--- src/rtl/insn_dec_pkg.sv ---
package insn_dec_pkg;

  localparam int OPC_W  = 5;
  localparam int SELB_W = 5;
  localparam int SELA_W = 6;
  localparam int MODE_W = 4;

  typedef enum logic [MODE_W-1:0] {
    M_REG      = 4'd0,
    M_IND      = 4'd1,
    M_IND_OFS  = 4'd2,
    M_PUSH     = 4'd3,
    M_POP      = 4'd4,
    M_PEEK     = 4'd5,
    M_PICK     = 4'd6,
    M_SP       = 4'd7,
    M_PC       = 4'd8,
    M_EX       = 4'd9,
    M_NW_IND   = 4'd10,
    M_NW_LIT   = 4'd11,
    M_SLIT     = 4'd12,
    M_SUBOP    = 4'd13
  } opnd_mode_e;

  function automatic logic mode_takes_word(input logic [MODE_W-1:0] m);
    return (m == M_IND_OFS) || (m == M_NW_IND) || (m == M_NW_LIT);
  endfunction

endpackage

--- src/rtl/opnd_classify.sv ---
module opnd_classify
  import insn_dec_pkg::*;
#(
  parameter bit IS_A = 1'b0
) (
  input  logic [SELA_W-1:0] code_i,
  output opnd_mode_e        mode_o,
  output logic              ext_o
);

  opnd_mode_e stack_mode;

  generate
    if (IS_A) begin : g_src
      assign stack_mode = M_POP;
    end else begin : g_dst
      assign stack_mode = M_PUSH;
    end
  endgenerate

  always_comb begin
    if (code_i[5]) begin
      mode_o = M_SLIT;
    end else if (code_i[4:3] == 2'b00) begin
      mode_o = M_REG;
    end else if (code_i[4:3] == 2'b01) begin
      mode_o = M_IND;
    end else if (code_i[4:3] == 2'b10) begin
      mode_o = M_IND_OFS;
    end else begin
      case (code_i[2:0])
        3'd0:    mode_o = stack_mode;
        3'd1:    mode_o = M_PEEK;
        3'd2:    mode_o = M_PICK;
        3'd3:    mode_o = M_SP;
        3'd4:    mode_o = M_PC;
        3'd5:    mode_o = M_EX;
        3'd6:    mode_o = M_NW_IND;
        default: mode_o = M_NW_LIT;
      endcase
    end
    ext_o = mode_takes_word(mode_o);
  end

endmodule

--- src/rtl/insn_field_decode.sv ---
module insn_field_decode
  import insn_dec_pkg::*;
#(
  parameter int WORD_W = 16
) (
  input  logic [WORD_W-1:0] w0_i,
  input  logic [WORD_W-1:0] w1_i,
  input  logic [WORD_W-1:0] w2_i,
  output logic [OPC_W-1:0]  opc_o,
  output logic [SELB_W-1:0] selb_o,
  output logic [SELA_W-1:0] sela_o,
  output opnd_mode_e        mode_b_o,
  output opnd_mode_e        mode_a_o,
  output logic [WORD_W-1:0] lit_o,
  output logic              lit_vld_o,
  output logic [1:0]        len_o,
  output logic [WORD_W-1:0] ext_b_o,
  output logic [WORD_W-1:0] ext_a_o,
  output logic              cond_o
);

  localparam int SELB_LSB = OPC_W;
  localparam int SELA_LSB = OPC_W + SELB_W;

  opnd_mode_e raw_mode_b;
  logic       raw_ext_b;
  logic       ext_b;
  logic       ext_a;
  logic       opc_zero;

  assign opc_o  = w0_i[SELB_LSB-1:0];
  assign selb_o = w0_i[SELA_LSB-1:SELB_LSB];
  assign sela_o = w0_i[SELA_LSB+SELA_W-1:SELA_LSB];
  assign opc_zero = (opc_o == '0);

  opnd_classify #(.IS_A(1'b0)) u_cls_b (
    .code_i ({1'b0, selb_o}),
    .mode_o (raw_mode_b),
    .ext_o  (raw_ext_b)
  );

  opnd_classify #(.IS_A(1'b1)) u_cls_a (
    .code_i (sela_o),
    .mode_o (mode_a_o),
    .ext_o  (ext_a)
  );

  always_comb begin
    mode_b_o  = opc_zero ? M_SUBOP : raw_mode_b;
    ext_b     = opc_zero ? 1'b0 : raw_ext_b;
    len_o     = 2'd1 + {1'b0, ext_b} + {1'b0, ext_a};
    ext_b_o   = ext_b ? w1_i : '0;
    ext_a_o   = ext_a ? (ext_b ? w2_i : w1_i) : '0;
    lit_vld_o = (mode_a_o == M_SLIT);
    lit_o     = lit_vld_o ? (WORD_W'(sela_o[4:0]) - WORD_W'(1)) : '0;
    cond_o    = (opc_o[4:3] == 2'b10);
  end

endmodule

--- src/rtl/skip_seq.sv ---
module skip_seq #(
  parameter int WORD_W = 16,
  parameter int CNT_W  = 16
) (
  input  logic              clk,
  input  logic              rst,
  input  logic              req_i,
  input  logic [1:0]        cur_len_i,
  input  logic              cur_cond_i,
  output logic              busy_o,
  output logic              done_o,
  output logic [WORD_W-1:0] words_o,
  output logic [CNT_W-1:0]  cycles_o
);

  always_ff @(posedge clk) begin
    if (rst) begin
      busy_o   <= 1'b0;
      done_o   <= 1'b0;
      words_o  <= '0;
      cycles_o <= '0;
    end else begin
      done_o <= 1'b0;
      if (!busy_o) begin
        if (req_i) begin
          busy_o   <= 1'b1;
          words_o  <= '0;
          cycles_o <= '0;
        end
      end else begin
        words_o  <= words_o + WORD_W'(cur_len_i);
        cycles_o <= cycles_o + CNT_W'(1);
        if (!cur_cond_i) begin
          busy_o <= 1'b0;
          done_o <= 1'b1;
        end
      end
    end
  end

endmodule

--- src/rtl/insn_len_decode.sv ---
module insn_len_decode
  import insn_dec_pkg::*;
#(
  parameter int WORD_W = 16,
  parameter int CNT_W  = 16
) (
  input  logic              clk,
  input  logic              rst,
  input  logic [WORD_W-1:0] word0_i,
  input  logic [WORD_W-1:0] word1_i,
  input  logic [WORD_W-1:0] word2_i,
  input  logic              skip_req_i,
  output logic [4:0]        opcode_o,
  output logic [4:0]        sel_b_o,
  output logic [5:0]        sel_a_o,
  output logic [3:0]        mode_b_o,
  output logic [3:0]        mode_a_o,
  output logic [WORD_W-1:0] lit_o,
  output logic              lit_vld_o,
  output logic [1:0]        len_o,
  output logic [WORD_W-1:0] ext_b_o,
  output logic [WORD_W-1:0] ext_a_o,
  output logic              skip_busy_o,
  output logic              skip_done_o,
  output logic [WORD_W-1:0] skip_words_o,
  output logic [CNT_W-1:0]  skip_cycles_o
);

  logic [OPC_W-1:0]  d_opc;
  logic [SELB_W-1:0] d_selb;
  logic [SELA_W-1:0] d_sela;
  opnd_mode_e        d_mode_b;
  opnd_mode_e        d_mode_a;
  logic [WORD_W-1:0] d_lit;
  logic              d_lit_vld;
  logic [1:0]        d_len;
  logic [WORD_W-1:0] d_ext_b;
  logic [WORD_W-1:0] d_ext_a;
  logic              d_cond;

  insn_field_decode #(.WORD_W(WORD_W)) u_dec (
    .w0_i      (word0_i),
    .w1_i      (word1_i),
    .w2_i      (word2_i),
    .opc_o     (d_opc),
    .selb_o    (d_selb),
    .sela_o    (d_sela),
    .mode_b_o  (d_mode_b),
    .mode_a_o  (d_mode_a),
    .lit_o     (d_lit),
    .lit_vld_o (d_lit_vld),
    .len_o     (d_len),
    .ext_b_o   (d_ext_b),
    .ext_a_o   (d_ext_a),
    .cond_o    (d_cond)
  );

  always_ff @(posedge clk) begin
    if (rst) begin
      opcode_o  <= '0;
      sel_b_o   <= '0;
      sel_a_o   <= '0;
      mode_b_o  <= M_SUBOP;
      mode_a_o  <= M_REG;
      lit_o     <= '0;
      lit_vld_o <= 1'b0;
      len_o     <= 2'd1;
      ext_b_o   <= '0;
      ext_a_o   <= '0;
    end else begin
      opcode_o  <= d_opc;
      sel_b_o   <= d_selb;
      sel_a_o   <= d_sela;
      mode_b_o  <= d_mode_b;
      mode_a_o  <= d_mode_a;
      lit_o     <= d_lit;
      lit_vld_o <= d_lit_vld;
      len_o     <= d_len;
      ext_b_o   <= d_ext_b;
      ext_a_o   <= d_ext_a;
    end
  end

  skip_seq #(.WORD_W(WORD_W), .CNT_W(CNT_W)) u_skip (
    .clk        (clk),
    .rst        (rst),
    .req_i      (skip_req_i),
    .cur_len_i  (d_len),
    .cur_cond_i (d_cond),
    .busy_o     (skip_busy_o),
    .done_o     (skip_done_o),
    .words_o    (skip_words_o),
    .cycles_o   (skip_cycles_o)
  );

endmodule

--- config.mk ---
export PLATFORM = sky130hd
export DESIGN_NAME = insn_len_decode
export DESIGN_NICKNAME = d
export VERILOG_FILES = /design/src/rtl/insn_dec_pkg.sv /design/src/rtl/opnd_classify.sv /design/src/rtl/insn_field_decode.sv /design/src/rtl/skip_seq.sv /design/src/rtl/insn_len_decode.sv
export SDC_FILE = /design/constraint.sdc
export NUM_CORES = 1
export LEC_CHECK = 0
export BUFFER_PORTS_ARGS = -buffer_cell sky130_fd_sc_hd__buf_4
export CORE_MARGIN = 10
export CORE_UTILIZATION = 40
export DETAILED_ROUTE_END_ITERATION = 6
export PLACE_DENSITY = 0.8
export SLEW_MARGIN = 40
export SYNTH_ARGS = -nofsm -noshare
export SYNTH_HDL_FRONTEND = slang
export SYNTH_SLANG_ARGS = --single-unit
--- constraint.sdc ---
create_clock -name clk -period 9.8 [get_ports clk]
set_input_delay 1.47 -clock clk [delete_from_list [all_inputs] [get_ports clk]]
set_output_delay 1.47 -clock clk [all_outputs]
set_load 0.05 [all_outputs]
* Word level (Yosys, flattened, before mapping)
Cells that the tools add are included.
Storage, ports and cells: flip-flop bits (word level) 109, output and inout port bits 109
Cells by class: $add $sub $neg 5, equality and inequality tests 24, muxes and demuxes 18, bitwise gates (word level) 4, reductions and logical operators 15
Operator list (number):
- 16-bit two-way mux | 4
- 4-bit case mux with 7 select lines | 2
- 4-bit two-way mux | 7
- 4-bit equality test (second input constant) | 5
- 3-bit equality test (second input constant) | 6
- 16-bit by 1-bit adder with 16-bit output (second input constant) | 1
- 16-bit by 2-bit adder with 16-bit output | 1
- 3-bit by 2-bit equality test with 1-bit output (second input constant) | 4
- 2-bit OR reduction | 5
- 4-bit by 2-bit equality test with 1-bit output (second input constant) | 2
- 2-bit equality test (second input constant) | 3
- 3-bit by 1-bit equality test with 1-bit output (second input constant) | 2
- 3-bit logical NOT | 2
- 5-bit by 1-bit subtractor with 6-bit output (second input constant) | 1
- 5-bit logical NOT | 1
- 1-bit two-way mux | 5
- 2-bit by 1-bit equality test with 1-bit output (second input constant) | 2
- 2-bit logical NOT | 2
- 1-bit logical OR | 4
- 1-bit NOT | 4
- 1-bit by 1-bit adder with 2-bit output (first input constant) | 1
- 2-bit by 1-bit adder with 2-bit output | 1
- 2-bit nonzero test | 1

* Depth between registers and ports, before layout
word-level depth 13, gate-level depth with buffers 14, depth with buffers taken out 14

* Cells and area by module
Synthesis repeated with hierarchy kept, for this count alone.
Second synthesis, totals: cells, all modules 538, area, all modules 5054.8 um2
By module, submodules not included:
- insn_len_decode | times used 1, cells an instance 158, area an instance 2033.2 um2, sequential area each 1501.4 um2
- skip_seq | times used 1, cells an instance 182, area an instance 1624.1 um2, sequential area each 680.7 um2
- insn_field_decode | times used 1, cells an instance 175, area an instance 1263.7 um2, sequential area each 0.0 um2
- opnd_classify at u_dec.u_cls_b | times used 1, cells an instance 13, area an instance 71.3 um2, sequential area each 0.0 um2
- opnd_classify at u_dec.u_cls_a | times used 1, cells an instance 10, area an instance 62.6 um2, sequential area each 0.0 um2

* Least setup slack after synthesis
OpenSTA, ideal clock, no wires.
path type input-to-reg, from in word0_i[10], to reg u_skip.words_o[10], library setup time 0.071 ns, arrival time 4.449 ns, required time 9.729 ns, path slack 5.280 ns, stages on the path 13, buffers on the path 0, cell sequence inv_1 ha_1 or4_1 nand3_1 o311ai_0 ha_1 inv_1 ha_1 inv_1 fa_1 nand4b_1 or4_2 a21oi_1
Between the ends: cells in the longest elaborated chain, start to end 12
RTL lines:
- start, declared | line insn_len_decode.sv:9 | input logic [WORD_W-1:0] word0_i,
- 3-bit equality test (tied with other cells) | line opnd_classify.sv:31 | case (code_i[2:0])
- 4-bit case mux with 7 select lines (*) | line opnd_classify.sv:31
- 4-bit two-way mux (*) | line opnd_classify.sv:28 | end else if (code_i[4:3] == 2'b10) begin
- 4-bit two-way mux (*) | line opnd_classify.sv:26 | end else if (code_i[4:3] == 2'b01) begin
- 4-bit two-way mux (*) | line opnd_classify.sv:24 | end else if (code_i[4:3] == 2'b00) begin
- 4-bit two-way mux (*) | line opnd_classify.sv:22 | if (code_i[5]) begin
- 4-bit by 2-bit equality test with 1-bit output / 4-bit equality test (equally long branches) | line insn_dec_pkg.sv:26 | return (m == M_IND_OFS) || (m == M_NW_IND) || (m == M_NW_LIT);
- 1-bit logical OR | line insn_dec_pkg.sv:26
- 1-bit logical OR (*) | line insn_dec_pkg.sv:26
- 2-bit by 1-bit adder with 2-bit output (*) | line insn_field_decode.sv:51 | len_o = 2'd1 + {1'b0, ext_b} + {1'b0, ext_a};
- via d_len[0] | line insn_len_decode.sv:36 | logic [1:0] d_len;
- 16-bit by 2-bit adder with 16-bit output (*) | line skip_seq.sv:31 | words_o <= words_o + WORD_W'(cur_len_i);
- 16-bit two-way mux (*) | line skip_seq.sv:24 | if (!busy_o) begin
- end signal, assigned | line skip_seq.sv:31
- end, declared | line skip_seq.sv:12 | output logic [WORD_W-1:0] words_o,
Mark *: on every way through the listed nets, which the timed path passes. The rest lies on a longest branch. A chain may end at the register's enable or synchronous reset.

* Final worst setup path
Ends and elaborated chain as after synthesis.

==> flow_metrics.env <==
export IMPL_cts_tree="built"
export IMPL_critical_path_top_delay_family="simple AND/OR/NAND/NOR gates"
export IMPL_cap_violations=0
export IMPL_path_buf_inv=4
export IMPL_switching_share_pct=29.8
export IMPL_slew_headroom_pct=53.1
export IMPL_syn_nets=458
export IMPL_start_kind="primary input"
export IMPL_cp_max_fo=9
export IMPL_drc_errors=0
export IMPL_post_cts_resize_count=0
export IMPL_dr_pass1_iters=5
export IMPL_final_cells=678
export IMPL_viasPerCell=4.93
export IMPL_die_area_um2=13900
export IMPL_ctsHoldBuffers=0
export IMPL_post_route_min_period_ns=4.70
export IMPL_first_global_vias=3386
export IMPL_leakage_nw=2.38
export IMPL_syn_to_final_growth_pct=36.6
export IMPL_die_height_um=118
export IMPL_power_internal_mw=0.557
export IMPL_num_vias=3345
export IMPL_ys_types=47
export IMPL_seqPwrFrac_pct=53.0
export IMPL_num_fill_cells=876
export IMPL_fp_row_count=35
export IMPL_p_per_area_nw_per_um2=152
export IMPL_dp_cells=662
export IMPL_crit_slowest_cell="or4_2"
export IMPL_max_freq_ghz=0.213
export IMPL_clock_sinks=99
export IMPL_comb_power_share_pct=15.9
export IMPL_post_cts_repair_setup_buffers=0
export IMPL_routed_wl_met3_um=824
export IMPL_critical_path_cell_chain="buf_4 -> inv_1 -> ha_1 -> or4_1 -> nand3_1 -> o311ai_0 -> ha_1 -> inv_1 -> ha_1 -> inv_1 -> fa_1 -> nand4b_1 -> or4_2 -> a21oi_1"
export IMPL_final_setup_tns_ns=0
export IMPL_nNetsFinal=605
export IMPL_final_hold_viol_count=0
export IMPL_drive_gt1_share_pct=34.6
export IMPL_dpl_hpwl_um=8950
export IMPL_wl_met2_um=5960
export IMPL_start_util_pct=41.2
export IMPL_grt_setup_unrepaired="no"
export IMPL_netlist_area_um2=3830
export IMPL_critPathKind="in -> reg"
export IMPL_cts_path_max_buffers=2
export IMPL_antenna_found_initial=0
export IMPL_cts_buffers=9
export IMPL_ios=160
export IMPL_yosys_most_used_dff="dfxtp_1"
export IMPL_p_clk_share_pct=31.1
export IMPL_grt_max_degree=48
export IMPL_crit_arrival_ns=4.98
export IMPL_htreeDepth=3
export IMPL_grt_use_total_pct=15.7
export IMPL_synthCells=397
export IMPL_finalClockSkew_ns=0.0136
export IMPL_slowest_delay_ns=0.65
export IMPL_clk_latency_ns=0.35
export IMPL_grt_overflow=0
export IMPL_vdd_drop_max_v=0.0000718
export IMPL_core_area_um2=9280
export IMPL_hold_path_class="reg -> reg"
export IMPL_wire_per_inst_um=16.7
export IMPL_synth_edff_count=0
export IMPL_gp_congestion=0.822
export IMPL_drt_initial_drc_count=206
export IMPL_run_status="complete, no violations"
export IMPL_avgSynthCellArea_um2=9.64
export IMPL_critPathRequiredTime_ns=10.09
export IMPL_wirelength_um=11300
export IMPL_end_kind="flop"
export IMPL_seq_area_frac_synth_pct=51.8
export IMPL_setup_viol=0
export IMPL_async_flop_share_pct=0
export IMPL_min_period_over_period_pct=47.9
export IMPL_antenna_left=0
export IMPL_worst_pin_slew_ns=0.702
export IMPL_m1WireLength_um=4470
export IMPL_numPortBuffers=159
export IMPL_root_buffer="clkbuf_8"
export IMPL_drv_slew=0
export IMPL_top_layer="met4"
export IMPL_cts_clk_slew_worst_paths_ns=0.11
export IMPL_diodes=0
export IMPL_ys_seq_elements=99
export IMPL_grt_pass1_wl_um=18000
export IMPL_ys_warn_count=0
export IMPL_p_sw_mw=0.237
export IMPL_fp_dieW_um=118
==> synth_stat cells, types with 2 or more instances <==
cell | n | area, um^2
a21oi_1 | 16 | 80.1
inv_1 | 15 | 56.3
nor3b_1 | 6 | 45.0
nand2_1 | 27 | 101
buf_4 | 12 | 90.1
ha_1 | 9 | 113
clkbuf_1 | 8 | 30.0
xor2_1 | 3 | 26.3
o311a_1 | 2 | 20.0
nand3_1 | 12 | 60.1
and3_1 | 3 | 18.8
nand2b_1 | 3 | 18.8
or3_1 | 7 | 43.8
nand4_1 | 9 | 56.3
and2_1 | 16 | 100
o21a_1 | 2 | 15.0
or4_1 | 6 | 45.0
buf_1 | 2 | 7.51
dfxtp_1 | 99 | 1980
or2_2 | 3 | 18.8
nor2b_1 | 15 | 93.8
o21ai_0 | 4 | 20.0
nor4_1 | 2 | 12.5
nor3_1 | 3 | 15.0
o311ai_0 | 4 | 35.0
mux2i_1 | 19 | 190
o211ai_1 | 9 | 67.6
nor2_1 | 53 | 199
xnor2_1 | 4 | 35.0
mux2_2 | 5 | 56.3
nand4b_1 | 2 | 17.5
a31o_2 | 2 | 17.5
==> worst paths after layout <==
kind,from,end,slack [ns],depth (start not counted)
max reg2reg,u_skip.words_o[0]$_SDFFE_PP0P_,u_skip.words_o[10]$_SDFFE_PP0P_,7.57,6
min reg2reg,u_skip.cycles_o[15]$_SDFFE_PP0P_,u_skip.cycles_o[15]$_SDFFE_PP0P_,0.49,1
max,word0_i[10],u_skip.words_o[10]$_SDFFE_PP0P_,5.10,14
min,u_skip.cycles_o[15]$_SDFFE_PP0P_,u_skip.cycles_o[15]$_SDFFE_PP0P_,0.49,1
==> area by class of cell <==
type	count	area, um^2	area share (%)
well taps	129	161	3.09
flip-flops and latches	99	1980	37.9
clock inverters	6	56.3	1.08
multi-input cells	259	1650	31.5
repair buffers	160	1200	23.0
clock buffers	10	128	2.44
inverters	15	56.3	1.08
==> kinds of logic (layout without fill, tap and decap cells) <==
kind of cell               Yosys count  count (layout)  synth area share, %
AOI/OAI and AO/OA                   45              45                 7.94
DFF                                 99              99                 51.8
buffers and inverters               39             191                 5.23
muxes                               24              24                 6.44
xor gates and xnor gates             7               7                 1.60
adders and majority gates           10              10                 3.47
and+or+nand+nor                    173             173                 23.5
==> registers in the layout (all words and copies together) (netlist names), 2 cells and up <==
signal	flops
ext_a_o	16
mode_a_o	4
opcode_o	5
u_skip.words_o	16
sel_b_o	5
len_o	2
ext_b_o	16
mode_b_o	4
lit_o	6
sel_a_o	6
u_skip.cycles_o	16
==> placed cells by master, fill, tap and decap left out, types with 3 or more instances in the layout <==
master and count:
a21oi_1 16, and2_1 16, and3_1 3, buf_4 160, clkbuf_8 9, dfxtp_1 99, ha_1 9, inv_1 15
mux2_2 5, mux2i_1 19, nand2_1 27, nand2b_1 3, nand3_1 12, nand4_1 9, nor2_1 53, nor2b_1 15
nor3_1 3, nor3b_1 6, o211ai_1 9, o21ai_0 4, o311ai_0 4, or2_2 3, or3_1 7, or4_1 6
xnor2_1 4, xor2_1 3
==> power groups by stage <==
stage          clock [mW]  sequential, mW  combinational, mW
5_1_grt             0.269           0.422              0.136
6_report            0.247           0.421              0.127
3_3_place_gp            0           0.430              0.126
2_1_floorplan           0           0.473             0.0346
4_1_cts             0.252           0.421              0.128
3_5_place_dp            0           0.430              0.128
==> worst register-to-register path: stages (launching register included) <==
cell      delay, ns
dfxtp_1        0.37
ha_1           0.18
inv_1          0.05
fa_1           0.38
nand4b_1       0.39
or4_2          0.65
a21oi_1        0.16
==> metrics by stage <==
stage	hold WS (ns)	instance area (um^2)	setup slack, ns	util (%)	total power [mW]
6_report	0.487	5230	5.10	56.3	0.794
4_1_cts	0.491	5230	5.14	56.3	0.801
3_3_place_gp	0.462	5050	4.86	54.4	0.555
5_1_grt	0.521	5230	4.87	56.3	0.826
2_1_floorplan	0.680	3830	5.28	-	0.508
3_5_place_dp	0.477	5050	4.76	54.4	0.558
==> metal layers <==
layer,GRT usage (%),vias to the layer above
met3,4.84,2
met1,17.7,1578
met5,0,-
met4,4.17,0
met2,28.0,120
li1,-,1645
No activity file was read; power rests on OpenSTA's default activity.
